[src/rtl/ghp_pkg.sv]
package ghp_pkg;

    // 2-bit direction counter, upper bit is the guess
    typedef enum logic [1:0] {
        CNT_SNT = 2'd0,
        CNT_WNT = 2'd1,
        CNT_WT  = 2'd2,
        CNT_ST  = 2'd3
    } cnt_t;

    localparam cnt_t CNT_INIT = CNT_WNT;

    function automatic cnt_t cnt_step(cnt_t cur, logic taken);
        cnt_t nxt;
        nxt = cur;
        if (taken) begin
            if (cur != CNT_ST) nxt = cnt_t'(cur + 2'd1);
        end else begin
            if (cur != CNT_SNT) nxt = cnt_t'(cur - 2'd1);
        end
        return nxt;
    endfunction

endpackage

[src/rtl/ghp_ctrl.sv]
module ghp_ctrl #(
    parameter int HIST_W = 10
) (
    input  logic              clk,
    input  logic              rst_n,
    input  logic              upd_valid,
    input  logic              upd_taken,
    output logic              busy,
    output logic [HIST_W-1:0] hist,
    output logic              init_we,
    output logic [HIST_W-1:0] init_addr,
    output logic              upd_en
);

    localparam logic [HIST_W-1:0] SWEEP_LAST = '1;

    typedef struct packed {
        logic              busy;
        logic [HIST_W-1:0] hist;
        logic [HIST_W-1:0] sweep;
    } ctrl_t;

    ctrl_t st_d, st_q;

    always_comb begin
        st_d = st_q;
        if (st_q.busy) begin
            st_d.sweep = st_q.sweep + 1'b1;
            if (st_q.sweep == SWEEP_LAST) begin
                st_d.busy = 1'b0;
            end
        end else if (upd_valid) begin
            st_d.hist = {st_q.hist[HIST_W-2:0], upd_taken};
        end
    end

    always_ff @(posedge clk or negedge rst_n) begin
        if (!rst_n) begin
            st_q.busy  <= 1'b1;
            st_q.hist  <= '0;
            st_q.sweep <= '0;
        end else begin
            st_q <= st_d;
        end
    end

    assign busy      = st_q.busy;
    assign hist      = st_q.hist;
    assign init_we   = st_q.busy;
    assign init_addr = st_q.sweep;
    assign upd_en    = upd_valid & ~st_q.busy;

endmodule

[src/rtl/ghp_table.sv]
module ghp_table
    import ghp_pkg::*;
#(
    parameter int HIST_W = 10
) (
    input  logic              clk,
    input  logic              init_we,
    input  logic [HIST_W-1:0] init_addr,
    input  logic              upd_we,
    input  logic [HIST_W-1:0] upd_addr,
    input  logic              upd_taken,
    input  logic [HIST_W-1:0] rd_addr,
    output cnt_t              rd_cnt
);

    localparam int DEPTH = 1 << HIST_W;

    typedef struct packed {
        logic              en;
        logic [HIST_W-1:0] addr;
        cnt_t              val;
    } wr_t;

    cnt_t mem_q [DEPTH];
    wr_t  wr_d;

    // initialisation sweep has the write port first
    always_comb begin
        wr_d = '{en: 1'b0, addr: '0, val: CNT_INIT};
        if (init_we) begin
            wr_d.en   = 1'b1;
            wr_d.addr = init_addr;
            wr_d.val  = CNT_INIT;
        end else if (upd_we) begin
            wr_d.en   = 1'b1;
            wr_d.addr = upd_addr;
            wr_d.val  = cnt_step(mem_q[upd_addr], upd_taken);
        end
    end

    // storage only: contents are set by the sweep, not by reset
    always_ff @(posedge clk) begin
        if (wr_d.en) begin
            mem_q[wr_d.addr] <= wr_d.val;
        end
    end

    assign rd_cnt = mem_q[rd_addr];

endmodule

[src/rtl/ghp_predictor.sv]
module ghp_predictor
    import ghp_pkg::*;
#(
    parameter int HIST_W = 10
) (
    input  logic              clk,
    input  logic              rst_n,
    output logic              busy,
    output logic [HIST_W-1:0] pred_idx,
    output logic              pred_taken,
    input  logic              upd_valid,
    input  logic [HIST_W-1:0] upd_idx,
    input  logic              upd_taken
);

    logic [HIST_W-1:0] hist;
    logic              init_we;
    logic [HIST_W-1:0] init_addr;
    logic              upd_en;
    cnt_t              rd_cnt;

    ghp_ctrl #(.HIST_W(HIST_W)) u_ctrl (
        .clk       (clk),
        .rst_n     (rst_n),
        .upd_valid (upd_valid),
        .upd_taken (upd_taken),
        .busy      (busy),
        .hist      (hist),
        .init_we   (init_we),
        .init_addr (init_addr),
        .upd_en    (upd_en)
    );

    ghp_table #(.HIST_W(HIST_W)) u_table (
        .clk       (clk),
        .init_we   (init_we),
        .init_addr (init_addr),
        .upd_we    (upd_en),
        .upd_addr  (upd_idx),
        .upd_taken (upd_taken),
        .rd_addr   (hist),
        .rd_cnt    (rd_cnt)
    );

    assign pred_idx   = hist;
    assign pred_taken = rd_cnt[1];

endmodule

[config.mk]
export PLATFORM = sky130hd
export DESIGN_NAME = ghp_predictor
export DESIGN_NICKNAME = d
export VERILOG_FILES = /design/src/rtl/ghp_pkg.sv /design/src/rtl/ghp_ctrl.sv /design/src/rtl/ghp_table.sv /design/src/rtl/ghp_predictor.sv
export SDC_FILE = /design/constraint.sdc
export NUM_CORES = 2
export LEC_CHECK = 0
export BUFFER_PORTS_ARGS = -buffer_cell sky130_fd_sc_hd__buf_2
export CAP_MARGIN = 15
export CORE_MARGIN = 8
export CORE_UTILIZATION = 40
export DETAILED_ROUTE_END_ITERATION = 16
export PLACE_DENSITY = 0.62
export SLEW_MARGIN = 20
export SYNTH_ARGS = -nofsm -noshare
export SYNTH_HDL_FRONTEND = slang
export SYNTH_SLANG_ARGS = --single-unit
[constraint.sdc]
create_clock -name clk -period 41.1 [get_ports clk]
set_input_delay 6.165 -clock clk [delete_from_list [all_inputs] [get_ports clk]]
set_output_delay 6.165 -clock clk [all_outputs]
set_load 0.02 [all_outputs]
==> metrics <==
Via-to-Cell Ratio=6.491; cell at the root of the clock tree=sky130_fd_sc_hd__clkbuf_16; first element of the critical path=upd_idx[0]; minimum clock period after layout=14610 ps; via count of the routed design=54850; height of the chip=496.4 um; clock sink count=2069; library cell with the largest summed area after synthesis=sky130_fd_sc_hd__edfxtp_1; share of power burned in the clock network=0.396; multi-input logic area=28580 sq um; YS warnings=0; type of destination of the critical path=flop; site row count=176; final clock skew=50.61 ps; number of global-route vias before repair=54390; Initial DRT Pass Iterations=7; top cell family by delay on the critical path=buffers and inverters; post-synthesis average cell area=17.23 sq um; number of buffers inserted by post-CTS setup repair=0; number of fillers in the final layout=19650; Synth Cell Area=92330 sq um; critical-path maximum fanout=98; delay of the slowest cell on the worst path=980 ps; Tcrit/Tclk final=0.3555; endpoint of the worst register-to-register path=u_table.mem_q[318][0]$_DFFE_PP_; count of flip-flops with a built-in enable after synthesis=2048; switching power of the nets=1.126 mW; critical path, cell by cell=buf_8 -> buf_12 -> buf_4 -> buf_4 -> mux4_2 -> a22oi_1 -> a21oi_1 -> o311ai_0 -> o221ai_1 -> o311a_1 -> maj3_1 -> nand2_4 -> buf_4 -> buf_4 -> buf_4; max-capacitance violation count=0; reg-to-reg setup timing slack=33820 ps; path type of the worst min-delay path=flop to flop; maximum frequency from static timing analysis=0.06843 GHz; part of the Yosys area used for sequential elements=0.6718; capturing element of the worst setup path=u_table.mem_q[318][0]$_DFFE_PP_; Starting DRT DRC Count=8235; routed len/inst=34.82 um; TritonCTS buffer count=200; measured slew at the worst slew-check pin=1250 ps; wire length of the first global-routing pass=415900 um; R2R Path Start=u_table.mem_q[955][0]$_DFFE_PP_; largest cells by area after synthesis=sky130_fd_sc_hd__edfxtp_1 (67%), sky130_fd_sc_hd__mux4_2 (19%), sky130_fd_sc_hd__nor2_1 (4.4%), sky130_fd_sc_hd__mux2i_1 (2.3%), sky130_fd_sc_hd__clkbuf_1 (1.2%); Async SR Flop Fraction=0.01015; post-synthesis to final-layout area growth=10.89%; commonest non-fill, non-tap cell in the layout=sky130_fd_sc_hd__edfxtp_1; Total Nets Final=5262; core area=229700 sq um; ratio of cells with drive above 1 in the final layout=0.2472; total global routing overflow=0; Sequential Power Share=0.509; result of the run=completed; leakage=31.57 nW; Worst-path clk slew=60 ps; number of distinct library cell variants in the gate-level netlist after synthesis=72; Final Slew Violations=0; RSZ-0062 raised after global routing=false; Most used DFF post-synth=sky130_fd_sc_hd__edfxtp_1; Clk Latency, worst-skew pair=880 ps; worst setup margin=26490 ps; # setup viols final=0; hold buffer count at cts=0; # H-tree levels=4; post-cts resize count=0; combined global-route utilization of all metal layers=0.2359; critical path buffer and inverter count=7; worst endpoint data arrival time=15150 ps; required time worst endpoint=41640 ps; number of failing hold endpoints at the final stage=0; effective utilization at floorplan=0.4020; Port Buffer Count=25; Layout Cell Area excl Fill=102400 sq um; Internal Pwr Total=3.561 mW; Syn Inst Count=5357; net count of the mapped netlist=5372; dpl ws=25580 ps; top cell type's share of synthesized area=0.6661; final estimated routing congestion in global placement=0.8660; most frequent cells in the layout=sky130_fd_sc_hd__edfxtp_1 (2048), sky130_fd_sc_hd__nor2_1 (1070), sky130_fd_sc_hd__mux4_2 (777); Combinational Power Share=0.095; overall routed net length=294200 um; drc violations=0; proportion of total power due to net switching=0.2403; overall die area=246400 sq um; total area of sequential cells=62040 sq um; slowest cell on the critical path=sky130_fd_sc_hd__o311ai_0; worst-case clock buffer depth=3; startpoint types=input pin; flip-flop and latch count after synthesis=2069; Detail Route Antenna Nets=0; power density normalized to cell area=45.78 nW/um^2; post-route setup TNS=0 ps; cell depth of the worst setup path=15; depth of the worst register-to-register path=12; worst slew slack as a fraction of its limit=0.1670; I/O pin count=26; TritonCTS clock tree=yes; maximum number of pins on one net before global-route repair=245; Area after DPL=95780 sq um; DIE WIDTH=496.4 um; worst setup path class=input pin to flop; peak supply drop=0.05129 mV; crit-path most repeated cell=sky130_fd_sc_hd__buf_4; detailed placement HPWL=167100 um; number of antenna violations at the first check in global routing=17
[state kept, by name (all words and copies together), names as in the netlist]
| name | cells |
|---|---|
| u_ctrl.busy | 1 |
| u_ctrl.hist | 10 |
| u_ctrl.init_addr | 10 |
| u_table.mem_q | 2048 |
[per-layer routing]
| metal | vias to the layer above | track usage | part of all wire |
|---|---|---|---|
| li1 | 21320 | - | - |
| met1 | 29260 | 0.3165 | 0.37 |
| met2 | 3563 | 0.3710 | 0.47 |
| met3 | 698 | 0.05212 | 0.11 |
| met4 | 6 | 0.1060 | 0.052 |
| met5 | - | 0 | 0.00014 |
[power by group through the flow]
stage	sequential (mW)	combinational [mW]	clock [mW]
3_5_place_dp	2.43	0.439	0
5_1_grt	2.38	0.460	1.95
3_3_place_gp	2.43	0.436	0
4_1_cts	2.39	0.440	1.87
2_1_floorplan	2.51	0.266	0
6_report	2.39	0.446	1.86
[cell usage after synthesis, types with 5 or more instances]
cell / number
sky130_fd_sc_hd__mux2_2: 21
sky130_fd_sc_hd__nor2b_1: 12
sky130_fd_sc_hd__a221oi_1: 15
sky130_fd_sc_hd__o221ai_1: 35
sky130_fd_sc_hd__a2111oi_0: 13
sky130_fd_sc_hd__a22o_1: 9
sky130_fd_sc_hd__o21ai_0: 30
sky130_fd_sc_hd__o211ai_1: 5
sky130_fd_sc_hd__a31oi_1: 17
sky130_fd_sc_hd__buf_1: 40
sky130_fd_sc_hd__a22oi_1: 59
sky130_fd_sc_hd__dfrtp_1: 20
sky130_fd_sc_hd__and3_1: 6
sky130_fd_sc_hd__nor4_1: 6
sky130_fd_sc_hd__o311ai_0: 5
sky130_fd_sc_hd__inv_1: 6
sky130_fd_sc_hd__buf_2: 101
sky130_fd_sc_hd__nand3_1: 24
sky130_fd_sc_hd__nand4_1: 8
sky130_fd_sc_hd__clkbuf_1: 299
sky130_fd_sc_hd__mux2i_1: 216
sky130_fd_sc_hd__a211oi_1: 21
sky130_fd_sc_hd__mux4_2: 777
sky130_fd_sc_hd__nor3_1: 17
sky130_fd_sc_hd__a21oi_1: 65
sky130_fd_sc_hd__or2_2: 5
sky130_fd_sc_hd__o22ai_1: 62
sky130_fd_sc_hd__and2_1: 16
sky130_fd_sc_hd__nand2b_1: 11
sky130_fd_sc_hd__o32ai_1: 5
sky130_fd_sc_hd__a311oi_1: 6
sky130_fd_sc_hd__xnor2_1: 5
sky130_fd_sc_hd__buf_4: 34
sky130_fd_sc_hd__nand2_1: 197
sky130_fd_sc_hd__edfxtp_1: 2048
sky130_fd_sc_hd__nor2_1: 1073
[through the flow]
stage,cells,power (mW),util,hold slack (ps)
global placement,8069,2.866,0.4168,498.6
CTS,8437,4.698,0.4453,521.0
floorplan,5357,2.773,-,462.4
global route,8442,4.792,0.4457,555.3
finish,8449,4.687,0.4457,517.8
detailed placement,8069,2.869,0.4170,513.8
[worst min path at each step]
| stage | start | end | slack, ps | cells after the start |
|---|---|---|---|---|
| finish | u_ctrl.init_addr[9]$_DFFE_PN0P_ | u_ctrl.busy$_DFF_PN1_ | 520 | 1 |
| global route | u_ctrl.init_addr[9]$_DFFE_PN0P_ | u_ctrl.init_addr[9]$_DFFE_PN0P_ | 560 | 1 |
| CTS | u_ctrl.init_addr[9]$_DFFE_PN0P_ | u_ctrl.busy$_DFF_PN1_ | 520 | 1 |
| detailed placement | u_ctrl.init_addr[9]$_DFFE_PN0P_ | u_ctrl.busy$_DFF_PN1_ | 510 | 1 |
| global placement | u_ctrl.init_addr[9]$_DFFE_PN0P_ | u_ctrl.busy$_DFF_PN1_ | 500 | 1 |
| floorplan | u_ctrl.init_addr[9]$_DFFE_PN0P_ | u_ctrl.busy$_DFF_PN1_ | 460 | 1 |
[layout make-up]
cell class	count	share of cell area
antenna	10	0.0002444
clock buffer	244	0.05091
clock inverter	124	0.01254
inverter	11	0.0004644
multi-input combinational	2801	0.2791
sequential	2069	0.6060
tap	3026	0.03698
timing repair buffer	164	0.01371
[cell families after synthesis]
family / share of synthesized area
flops: 0.6718
simple gates: 0.05901
mux: 0.2155
buf+inv: 0.02265
compound gates: 0.02992
xor+xnor: 0.0008537
fa+ha+maj: 0.0002439
[worst reg2reg max path, stage by stage, from the launching register on]
cell and delay (ps):
sky130_fd_sc_hd__edfxtp_1 380, sky130_fd_sc_hd__mux4_2 480, sky130_fd_sc_hd__mux4_2 530, sky130_fd_sc_hd__a22oi_1 680, sky130_fd_sc_hd__nand3_1 160, sky130_fd_sc_hd__o311ai_0 350, sky130_fd_sc_hd__o221ai_1 330, sky130_fd_sc_hd__o311a_1 240
sky130_fd_sc_hd__maj3_1 400, sky130_fd_sc_hd__nand2_4 700, sky130_fd_sc_hd__buf_4 870, sky130_fd_sc_hd__buf_4 970, sky130_fd_sc_hd__buf_4 810
No activity file was read; power rests on OpenSTA's default activity.
